**src/rtl/ack_txn_seq.sv**
```systemverilog
module ack_txn_seq #(
  parameter int CW   = 16,
  parameter int CRCW = 16
) (
  input  logic            clk,
  input  logic            rst_n,
  input  logic            tx_go,
  input  logic            rx_go,
  input  logic [1:0]      end_sel,
  input  logic [CW-1:0]   settle_limit,
  input  logic [CW-1:0]   ack_limit,
  input  logic            osc_rdy,
  input  logic            syn_rdy,
  input  logic            frm_done,
  input  logic [CRCW-1:0] tx_crc,
  input  logic            pkt_valid,
  input  logic [CRCW-1:0] pkt_crc,
  input  logic            ack_seen,
  input  logic [CRCW-1:0] ack_crc,
  output logic            osc_en,
  output logic            syn_en,
  output logic            tx_en,
  output logic            rx_en,
  output logic            frm_start,
  output logic            frm_is_ack,
  output logic [CRCW-1:0] ack_crc_out,
  output logic            busy,
  output logic            done_ack,
  output logic            tmo_err,
  output logic            settle_err,
  output logic            rx_irq
);
  typedef enum logic [3:0] {
    S_SLEEP, S_IDLE, S_SYNON, S_OSC, S_SYN, S_TX, S_AWAIT, S_RX, S_ASEND
  } st_t;

  st_t st, nx;
  logic [CW-1:0]   cnt;
  logic [CRCW-1:0] crc_q;
  logic            is_tx;

  function automatic st_t end_of(input logic [1:0] s);
    case (s)
      2'd0:    return S_SLEEP;
      2'd1:    return S_IDLE;
      2'd2:    return S_SYNON;
      default: return S_RX;
    endcase
  endfunction

  wire at_rest   = (st == S_SLEEP) || (st == S_IDLE) || (st == S_SYNON);
  wire ack_hit   = ack_seen && (ack_crc == crc_q);
  wire settle_to = cnt == settle_limit;
  wire ack_to    = cnt == ack_limit;
  wire rdy_miss  = ((st == S_OSC) && !osc_rdy) || ((st == S_SYN) && !syn_rdy);

  always_comb begin
    nx = st;
    case (st)
      S_SLEEP, S_IDLE, S_SYNON: if (tx_go || rx_go) nx = S_OSC;
      S_OSC:   if (osc_rdy) nx = S_SYN; else if (settle_to) nx = S_SLEEP;
      S_SYN:   if (syn_rdy) nx = is_tx ? S_TX : S_RX; else if (settle_to) nx = S_SLEEP;
      S_TX:    if (frm_done) nx = S_AWAIT;
      S_AWAIT: if (ack_hit || ack_to) nx = end_of(end_sel);
      S_RX:    if (pkt_valid) nx = S_ASEND;
      S_ASEND: if (frm_done) nx = end_of(end_sel);
      default: nx = S_SLEEP;
    endcase
  end

  always_ff @(posedge clk or negedge rst_n) begin
    if (!rst_n) begin
      st         <= S_SLEEP;
      cnt        <= '0;
      crc_q      <= '0;
      is_tx      <= 1'b0;
      done_ack   <= 1'b0;
      tmo_err    <= 1'b0;
      settle_err <= 1'b0;
      rx_irq     <= 1'b0;
    end else begin
      st <= nx;
      if (nx != st)      cnt <= '0;
      else if (~&cnt)    cnt <= cnt + 1'b1;
      if (at_rest && (tx_go || rx_go)) is_tx <= tx_go;
      if (st == S_TX && frm_done)      crc_q <= tx_crc;
      if (st == S_RX && pkt_valid)     crc_q <= pkt_crc;
      done_ack   <= (st == S_AWAIT) && ack_hit;
      tmo_err    <= (st == S_AWAIT) && !ack_hit && ack_to;
      settle_err <= rdy_miss && settle_to;
      rx_irq     <= (st == S_RX) && pkt_valid;
    end
  end

  assign osc_en      = st != S_SLEEP;
  assign syn_en      = !(st == S_SLEEP || st == S_IDLE || st == S_OSC);
  assign tx_en       = (st == S_TX) || (st == S_ASEND);
  assign rx_en       = (st == S_AWAIT) || (st == S_RX);
  assign frm_start   = tx_en && (cnt == '0);
  assign frm_is_ack  = st == S_ASEND;
  assign ack_crc_out = crc_q;
  assign busy        = !at_rest;
endmodule


```
**config.mk**
```make
export PLATFORM = sky130hd
export DESIGN_NAME = ack_txn_seq
export DESIGN_NICKNAME = d
export VERILOG_FILES = /design/src/rtl/ack_txn_seq.sv
export SDC_FILE = /design/constraint.sdc
export NUM_CORES = 1
export LEC_CHECK = 0
export BUFFER_PORTS_ARGS = -buffer_cell sky130_fd_sc_hd__buf_4
export CORE_ASPECT_RATIO = 0.7
export CORE_UTILIZATION = 53
export CTS_CLUSTER_DIAMETER = 60
export DETAILED_ROUTE_END_ITERATION = 16
export PLACE_DENSITY = 0.87
export SYNTH_ARGS = -nofsm -noshare
export SYNTH_HDL_FRONTEND = slang
export SYNTH_SLANG_ARGS = --single-unit
```
**constraint.sdc**
```tcl
create_clock -name clk -period 5.13 [get_ports clk]
set_clock_uncertainty 0.1 [all_clocks]
set_input_delay 0.7695 -clock clk [delete_from_list [all_inputs] [get_ports clk]]
set_output_delay 0.7695 -clock clk [all_outputs]
set_load 0.01 [all_outputs]
```
# Word level (Yosys, flattened, before mapping)
# Cells that the tools add are included.
# Widths: inputs -> output; s select.
dict set report totals {
  regBits 41
  input_bits 91
  out_inout_bits 27
  wordCells 70
}
dict set report op_classes {
  add_sub_neg 1
  eq_ne 15
  mux 15
  n_reduce_logical 31
}
# op n
set ops {}
lappend ops {{$mux 16} 4}
lappend ops {{$eq 16x16->1} 3}
lappend ops {{$mux 4} 8}
lappend ops {{$pmux 4 s7} 1}
lappend ops {{$add 16x1->16 const B} 1}
lappend ops {{$eq 4x3->1 const B} 4}
lappend ops {{$logic_not 16->1} 1}
lappend ops {{$reduce_and 16->1} 1}
lappend ops {{$logic_and 1x1->1} 11}
lappend ops {{$pmux 3 s3} 1}
lappend ops {{$eq 4x2->1 const B} 2}
lappend ops {{$logic_or 1x1->1} 8}
lappend ops {{$logic_not 1->1} 5}
lappend ops {{$eq 4x1->1 const B} 1}
lappend ops {{$eq 4x4->1 const B} 1}
lappend ops {{$logic_not 4->1} 1}
lappend ops {{$ne 4x4->1} 1}
lappend ops {{$reduce_bool 4->1} 1}
lappend ops {{$reduce_or 3->1} 1}
lappend ops {{$eq 2x1->1 const B} 1}
lappend ops {{$eq 2x2->1 const B} 1}
lappend ops {{$logic_not 2->1} 1}
lappend ops {{$mux 2} 1}
lappend ops {{$ne 2x2->1 const B} 1}
lappend ops {{$reduce_bool 2->1} 1}

# Longest topological paths before layout
# Gate-level depths: netlist (run 1).
dict set report logic_depth {
  depth_word 7
  ltp_mapped 10
  ltp_nobuf 9
}

# Least setup slack after synthesis (run 1)
# OpenSTA, ideal clock, no wires.
dict set report synth_path {
  kind {input to register}
  from {input port settle_limit[3]}
  to {register cnt[12]}
  arrival_ns 2.399
  setup_slack_ns 2.562
  path_stages 8
  n_path_buf 1
  cell_sequence {xor2_1 -> nor4_1 -> nand4_1 -> a311oi_2 -> xor2_1 -> o2111ai_2 -> buf_6 -> nor2_2}
}
dict set report synth_via {
  elab_chain_cells 6
  word_cells_on_any_way 8
}
# item line_no
set synth_rtl {}
lappend synth_rtl {{start, declared} 10} ;# input logic [CW-1:0] settle_limit,
lappend synth_rtl {{$eq 16x16->1 *} 53} ;# wire settle_to = cnt == settle_limit;
lappend synth_rtl {{$mux 4 *} {61, 62}}
lappend synth_rtl {{$mux 4 (on tied branches)} {62, 61}}
lappend synth_rtl {{$pmux 4 s7 *} 59} ;# case (st)
lappend synth_rtl {{$ne 4x4->1 *} 83} ;# if (nx != st) cnt <= '0;
lappend synth_rtl {{$ne 2x2->1 (no line) / $mux 16 (equally long branches)} -}
lappend synth_rtl {{end signal, assigned} 84} ;# else if (~&cnt) cnt <= cnt + 1'b1;
lappend synth_rtl {{end, declared} 38} ;# logic [CW-1:0] cnt;
# Every way passes the cells marked *; elsewhere a longest branch is shown, timed or not.
# A chain may end at the register's enable or synchronous reset.

# Final worst setup path (run 1)
dict set report layout_path {
  from {input port settle_limit[10]}
  to {register cnt[1]}
}
# The elaborated chain is that of the path after synthesis.

==> impl_metrics.yaml, run 1 <==
clock_tree:
  post-cts-setup-buffers: 0
  cts_buffers: 5
  cts.sinks: 41
  clk_latency_ns: 0.29
  cts_hold_buf: 0
  clkTransAtPathRegs_ns: 0.09
  cts_tree: "yes"
  cts_resized: 0
  clock_path_buffers: 2
  cts_root_buf: "clkbuf_8"
  htreeDepth: 2
placed_design:
  port-buffer-count: 117
  globalplace.congestion: 0.887
  dpl.hpwl_mm: 5.70
  place_inst: 497
  dp_slack_ns: 1.70
  place_area_um2: 3730
global_route:
  grt-ovfl-total: 0
  grt_pass1_wl_mm: 12.6
  grtUsageTotal_pct: 27.7
  grt_pass1_vias: 2641
  grt_max_degree: 42
  antenna_found_initial: 0
timing:
  slew_headroom_pct: 35.8
  hold_violations: 0
  period_share_pct: 62.0
  maxSlewViolCount: 0
  whs_ns: 0.347
  tns_ns: 0
  worst_slack_ns: 1.95
  worstMarginPinSlew_ns: 0.962
  rsz0062_at_grt: "no"
  fmax_mhz: 314
  setup_viol: 0
  min_period_ns: 3.18
worst_setup_path:
  start_kind: "input port"
  path_class: "input port to register"
  endpoint_kind: "register"
  arrival_ns: 3.29
  crit_path_top_delay_cell: "o2111ai_2"
  cpMostUsedCell: "xor2_1"
  worstPathCellList: "buf_4, xor2_1, nor4_1, nand4_1, a311oi_2, xor2_1, o2111ai_2, a21oi_1"
  worst_r2r_path_depth: 7
  required_ns: 5.24
  cpPeakStageDelay_ns: 0.53
  reg2reg_slack_ns: 1.96
  cp_max_fo: 16
detailed_routing:
  dr.pass1.iters: 4
  routed_via_density: 5.49
  drc: 0
  routed_wl_mm: 7.43
  drt_iter0_markers: 233
  ant_nets: 0
  via_count: 2771
  post_drt_wl_per_cell_um: 14.7
floorplanning:
  dieArea_um2: 5730
  start_util_pct: 55.0
  row_count: 22
  die_height_um: 63.6
  core_um2: 5230
  pin_count: 118
  fp.dieW_um: 90.1
synth:
  synth_nets: 424
  synth_edf_count: 0
  ys_types: 47
  seq_area_frac_synth_pct: 35.7
  syn_area_um2: 2880
  synth_warnings: 0
  async_reset_ff_share_pct: 100
  synth-seq-cells: 41
  syn-mean-instance-area_um2: 8.69
  netlist_instances: 331
  yosys_most_used_dff: "dfrtp_1"
hold_path:
  hp-class: "input port to async pin"
finish:
  fillers: 414
  final_cell_mix: "118 x buf_4, 52 x xor2_1, 41 x nand2_1, 41 x dfrtp_1, 20 x nor2_1"
  utilization_pct: 73.4
  final_area_um2: 3840
  syn_to_final_growth_pct: 33.4
  final_common_cell: "buf_4"
  stdcell_count: 505
  layout-drive-gt1-share_pct: 32.6
  diodes: 0
  layout.nets: 525
power:
  total_power_mw: 1.54
  power.density_nw_per_um2: 400
  p_int_mw: 0.905
  vdd.ir_drop.worst_mv: 0.193
  comb_power_share_pct: 48.0
  clkPwrFrac_pct: 16.9
  power.switching_mw: 0.631
  seqPwrFrac_pct: 35.1
  leakage_nw: 1.83
  power.share.switching_pct: 41.1
flow_run:
  cap_violations: 0
run_status:
  status: "completed"
[Yosys cell counts, types with 2 or more instances]
master | n | area share (%)
dfrtp_1 | 41 | 36
nand4b_1 | 2 | 0.61
and4_1 | 4 | 1.2
and2_1 | 4 | 0.87
a31oi_1 | 2 | 0.43
nor3b_1 | 2 | 0.52
buf_6 | 4 | 1.6
clkbuf_1 | 12 | 1.6
nand3_1 | 12 | 2.1
a22oi_1 | 8 | 2.1
and3_1 | 2 | 0.43
xor2_1 | 52 | 16
o21ai_0 | 15 | 2.6
buf_2 | 6 | 1.0
inv_1 | 9 | 1.2
nand2_1 | 41 | 5.4
nor4_1 | 14 | 3.0
ha_1 | 2 | 0.87
mux2i_1 | 9 | 3.1
a21oi_1 | 8 | 1.4
nor3_1 | 8 | 1.4
nor2b_1 | 4 | 0.87
nor2_1 | 20 | 2.6
nand2b_1 | 2 | 0.43
nor2_2 | 10 | 2.2
xnor2_1 | 9 | 2.7
nand4_1 | 9 | 2.0
[final cells by class]
class | count | area [um2] | share of cell area (%)
multi-input cells | 256 | 1690 | 44.0
flip-flops and latches | 41 | 1030 | 26.7
repair buffers | 118 | 886 | 23.1
well taps | 72 | 90.1 | 2.35
clock buffers | 6 | 72.6 | 1.89
clock inverters | 2 | 38.8 | 1.01
inverters | 10 | 37.5 | 0.978
[worst max-delay path: cells and delay by family]
family                    cells  cell delay [ns]
AOI/OAI and AO/OA             3             1.24
buffers and inverters         1             0.11
and+or+nand+nor               2             0.82
xor gates and xnor gates      2             0.34
[power by group through the flow]
stage / combinational (mW) / clock [mW] / sequential, mW
3_3_place_gp: 0.714 / 0 / 0.539
4_1_cts: 0.738 / 0.265 / 0.537
3_5_place_dp: 0.737 / 0 / 0.540
6_report: 0.737 / 0.260 / 0.539
2_1_floorplan: 0.488 / 0 / 0.509
5_1_grt: 0.822 / 0.280 / 0.555
[registers in the layout (all words and copies together) (netlist names)]
register / flops
ack_crc_out: 16
tmo_err: 1
done_ack: 1
rx_irq: 1
st: 4
cnt: 16
settle_err: 1
is_tx: 1
[worst paths after layout]
check / to / from
setup reg to reg: cnt[1]$_DFFE_PN0P_ / cnt[10]$_DFFE_PN0P_
max in group asynchronous: settle_err$_DFF_PN0_ / rst_n
hold reg to reg: is_tx$_DFFE_PN0P_ / is_tx$_DFFE_PN0P_
setup / recovery: cnt[1]$_DFFE_PN0P_ / settle_limit[10]
min in group clk: is_tx$_DFFE_PN0P_ / is_tx$_DFFE_PN0P_
hold / removal: ack_crc_out[11]$_DFFE_PN0P_ / rst_n
[layer usage]
metal | wire [um] | GRT usage, %
met5 | 0 | 0
met1 | 3340 | 38.2
met2 | 3420 | 43.7
met4 | 89 | 7.66
met3 | 583 | 6.28
[cell families after synthesis]
family                     synth area share [%]
xor gates and xnor gates                   18.6
AOI/OAI and AO/OA                          11.7
DFF                                        35.7
and+or+nand+nor                            24.2
adders and majority gates                 0.870
muxes                                      3.13
buffers and inverters                      5.87
(Power assumes the default switching activity.)
==> run 2: changes to the inputs <==
- CORE_UTILIZATION: 53 -> 44
- PLACE_DENSITY: 0.87 -> 0.77
- clock period: 5.13 -> 2.85 ns (I/O delays scaled with it)
==> impl_metrics.yaml, run 2 (synthesized netlist as in run 1, its figures left out) <==
global_route:
  grtUsageTotal_pct: 24.9
  antenna_found_initial: 0
  grt_pass1_vias: 2775
  grt_max_degree: 42
  grt_pass1_wl_mm: 13.5
  grt-ovfl-total: 0
power:
  leakage_nw: 1.89
  power.switching_mw: 1.20
  total_power_mw: 2.92
  power.density_nw_per_um2: 741
  seqPwrFrac_pct: 32.3
  comb_power_share_pct: 51.3
  vdd.ir_drop.worst_mv: 0.407
  p_int_mw: 1.72
  power.share.switching_pct: 41.0
  clkPwrFrac_pct: 16.3
finish:
  final_area_um2: 3940
  layout.nets: 536
  diodes: 0
  stdcell_count: 522
  layout-drive-gt1-share_pct: 34.2
  utilization_pct: 62.8
  final_cell_mix: "128 x buf_4, 52 x xor2_1, 41 x nand2_1, 41 x dfrtp_1, 20 x nor2_1"
  syn_to_final_growth_pct: 37.0
  fillers: 534
  final_common_cell: "buf_4"
worst_setup_path:
  crit_path_top_delay_cell: "dfrtp_1"
  worstSetupStartpoint: "cnt[2]$_DFFE_PN0P_"
  endpoint_kind: "register"
  worstPathCellList: "xor2_1, nor4_1, nand4_1, a311oi_2, xor2_1, o2111ai_2, buf_12, a21oi_1"
  worst_r2r_path_depth: 8
  r2r-start: "cnt[2]$_DFFE_PN0P_"
  cpPeakStageDelay_ns: 0.51
  start_kind: "register"
  arrival_ns: 2.81
  cpMostUsedCell: "xor2_1"
  cp_max_fo: 16
  path_class: "register to register"
  required_ns: 2.97
placed_design:
  dpl.hpwl_mm: 6.29
  port-buffer-count: 117
  dp_slack_ns: 0.202
  globalplace.congestion: 0.889
  place_inst: 514
  place_area_um2: 3830
detailed_routing:
  dr.pass1.iters: 5
  routed_via_density: 5.52
  via_count: 2883
  ant_nets: 0
  routed_wl_mm: 8.12
  post_drt_wl_per_cell_um: 15.6
  drc: 0
  drt_iter0_markers: 189
floorplanning:
  fp.dieW_um: 98.6
  row_count: 24
  dieArea_um2: 6870
  die_height_um: 69.7
  core_um2: 6280
  start_util_pct: 45.8
  pin_count: 118
clock_tree:
  cts_hold_buf: 0
  htreeDepth: 2
  cts_tree: "yes"
  cts_resized: 0
  clock_path_buffers: 2
  cts_buffers: 5
  clk_latency_ns: 0.29
  cts.sinks: 41
  clkTransAtPathRegs_ns: 0.09
  cts_root_buf: "clkbuf_8"
  post-cts-setup-buffers: 0
timing:
  rsz0062_at_grt: "no"
  hold_violations: 0
  slew_headroom_pct: 61.5
  min_period_ns: 2.69
  fmax_mhz: 372
  worstMarginPinSlew_ns: 0.576
  setup_viol: 0
  whs_ns: 0.0189
  maxSlewViolCount: 0
  period_share_pct: 94.4
  tns_ns: 0
  worst_slack_ns: 0.161
hold_path:
  hp-class: "input port to async pin"
flow_run:
  cap_violations: 0
run_status:
  status: "completed"
[run 2: changes by cell type in the layout (fill, tap and decap cells not counted), sizes merged]
cell | before | now
buf | 118 | 129
[run 2: cell type report]
cell class	count	area, um2	share of cell area (%)
well taps	78	97.6	2.48
inverters	10	37.5	0.953
flip-flops and latches	41	1030	26.0
multi-input cells	256	1690	42.8
clock buffers	6	72.6	1.84
repair buffers	129	981	24.9
clock inverters	2	38.8	0.984
[run 2: layer usage]
| metal | GRT usage [%] | routed length, um |
|---|---|---|
| met1 | 35.2 | 3720 |
| met2 | 39.7 | 3710 |
| met3 | 5.24 | 627 |
| met4 | 4.64 | 69 |
| met5 | 0 | 0 |
[run 2: final timing paths]
check,end,slack (ns)
min,ack_crc_out[6]$_DFFE_PN0P_,0.02
max in group asynchronous,cnt[6]$_DFFE_PN0P_,2.27
min in group clk,ack_crc_out[14]$_DFFE_PN0P_,0.24
min reg2reg,is_tx$_DFFE_PN0P_,0.42
max reg2reg,cnt[1]$_DFFE_PN0P_,0.16
max,cnt[1]$_DFFE_PN0P_,0.16
[run 2: power by group through the flow]
stage,combinational (mW),clock (mW),sequential (mW)
after global placement,1.44,0,0.944
after floorplan,0.879,0,0.917
final,1.50,0.477,0.943
after detailed placement,1.49,0,0.950
after CTS,1.50,0.482,0.942
after global routing,1.63,0.509,0.969
[run 2: worst max-delay path: cells and delay by family, from the launching register on]
kind                   cells  cell delay, ns
AO/OA/AOI/OAI              3            0.71
flip-flops                 1            0.51
AND/OR/NAND/NOR            2            0.62
XOR/XNOR                   2            0.49
buffers and inverters      1            0.20
==> run 3: changes to the inputs <==
- HOLD_SLACK_MARGIN: not set -> 0.08
==> impl_metrics.yaml, run 3 (synthesized netlist as in run 1, its figures left out) <==
hold_path:
  hold_depth: 3
  hp-class: "input port to register"
  min_to: "ack_crc_out[14]$_DFFE_PN0P_"
  min_from: "pkt_crc[14]"
placed_design:
  dpl.hpwl_mm: 6.29
  globalplace.congestion: 0.889
  port-buffer-count: 117
  place_area_um2: 3830
power:
  leakage_nw: 1.90
  total_power_mw: 2.92
  vdd.ir_drop.worst_mv: 0.408
  power.density_nw_per_um2: 739
finish:
  final_cell_mix: "128 x buf_4, 52 x xor2_1, 41 x nand2_1, 41 x dfrtp_1, 20 x nor2_1"
  layout.nets: 537
  final_common_cell: "buf_4"
  seq_area_um2: 1030
  layout-drive-gt1-share_pct: 34.2
  fillers: 533
  final_area_um2: 3950
  diodes: 0
  multiInputGateArea_um2: 1690
  syn_to_final_growth_pct: 37.3
worst_setup_path:
  cp_max_fo: 16
  reg2reg_slack_ns: 0.16
  crit_path_top_delay_cell: "dfrtp_1"
  cpMostUsedCell: "xor2_1"
  cpPeakStageDelay_ns: 0.51
  endpoint_kind: "register"
  timing.rr.end: "cnt[1]$_DFFE_PN0P_"
  crit_buf_inv: 1
  required_ns: 2.97
  path_class: "register to register"
  worstSetupStartpoint: "cnt[2]$_DFFE_PN0P_"
  worst_r2r_path_depth: 8
  worstPathCellList: "xor2_1, nor4_1, nand4_1, a311oi_2, xor2_1, o2111ai_2, buf_12, a21oi_1"
  arrival_ns: 2.81
  start_kind: "register"
  critPathTopFamily: "compound AO/OA/AOI/OAI gates"
  r2r-start: "cnt[2]$_DFFE_PN0P_"
timing:
  period_share_pct: 94.5
  fmax_mhz: 371
  min_period_ns: 2.69
  slew_headroom_pct: 61.3
  worstMarginPinSlew_ns: 0.579
  setup_viol: 0
  maxSlewViolCount: 0
  hold_violations: 0
  rsz0062_at_grt: "no"
  tns_ns: 0
clock_tree:
  cts_resized: 0
  clk_latency_ns: 0.29
  htreeDepth: 2
  cts.sinks: 41
  clock_path_buffers: 2
  clkTransAtPathRegs_ns: 0.09
  cts_tree: "yes"
  cts_buffers: 5
  cts_root_buf: "clkbuf_8"
global_route:
  grt_pass1_wl_mm: 13.5
  grt-ovfl-total: 0
  grtUsageTotal_pct: 24.9
  grt_max_degree: 42
  grt_pass1_vias: 2777
  antenna_found_initial: 0
detailed_routing:
  drc: 0
  routed_via_density: 5.52
  via_count: 2886
  routed_wl_mm: 8.17
  drt_iter0_markers: 146
  post_drt_wl_per_cell_um: 15.6
  dr.pass1.iters: 5
  ant_nets: 0
flow_run:
  cap_violations: 0
floorplanning:
  die_height_um: 69.7
  start_util_pct: 45.8
  core_um2: 6280
  pin_count: 118
  dieArea_um2: 6870
  fp.dieW_um: 98.6
  row_count: 24
run_status:
  status: "completed"
run 3: changes by cell type in the layout (fill, tap and decap cells not counted), sizes merged:
cell | before | now
dlygate4sd3 | 0 | 1
run 3: worst max path at each step:
| stage | end | slack, ns | cells past startpoint |
|---|---|---|---|
| 4_1_cts | cnt[1]$_DFFE_PN0P_ | 0.19 | 8 |
| 5_1_grt | cnt[1]$_DFFE_PN0P_ | 0.04 | 8 |
| 3_3_place_gp | cnt[1]$_DFFE_PN0P_ | 0.34 | 8 |
| 3_5_place_dp | cnt[1]$_DFFE_PN0P_ | 0.20 | 9 |
| 2_1_floorplan | cnt[12]$_DFFE_PN0P_ | 0.55 | 9 |
| 6_report | cnt[1]$_DFFE_PN0P_ | 0.16 | 8 |
run 3: layout make-up:
| type | count | share of cell area, % |
|---|---|---|
| multi-input cells | 256 | 42.7 |
| inverters | 10 | 0.950 |
| well taps | 78 | 2.47 |
| repair buffers | 130 | 25.1 |
| clock buffers | 6 | 1.84 |
| clock inverters | 2 | 0.982 |
| flip-flops and latches | 41 | 26.0 |
run 3: through the flow:
stage	worst slack [ns]	std cells	util (%)	hold slack (ns)
6_report	0.156	523	62.9	0.238
5_1_grt	0.0364	523	62.9	0.244
4_1_cts	0.194	523	62.9	0.229
3_5_place_dp	0.202	514	61.0	0.342
3_3_place_gp	0.344	514	61.0	0.339
2_1_floorplan	0.545	331	-	0.0319
run 3: per-layer routing:
layer  part of all wire [%]  global-route usage [%]  vias to the layer above
li1                       -                       -                     1367
met3                    8.1                    5.24                        8
met4                   0.85                    4.64                        0
met2                     46                    39.7                      149
met1                     45                    35.2                     1362
met5                      0                       0                        -
run 3: timing repair:
item / 4_1_cts / 5_1_grt
hold buffers: 1 / 0
setup buffers: 0 / 0
hold endpoints to repair: 41 / 0
run 3: power by group:
part | switching [mW] | total, mW | internal, mW
logic | 0.773 | 1.50 | 0.726
clock network | 0.213 | 0.476 | 0.263
registers | 0.211 | 0.945 | 0.734
run 3: worst min-delay path, delay by kind of cell:
family / cells / cell delay [ns]
simple gates: 1 / 0.03
compound gates: 1 / 0.05
buf+inv: 1 / 0.07
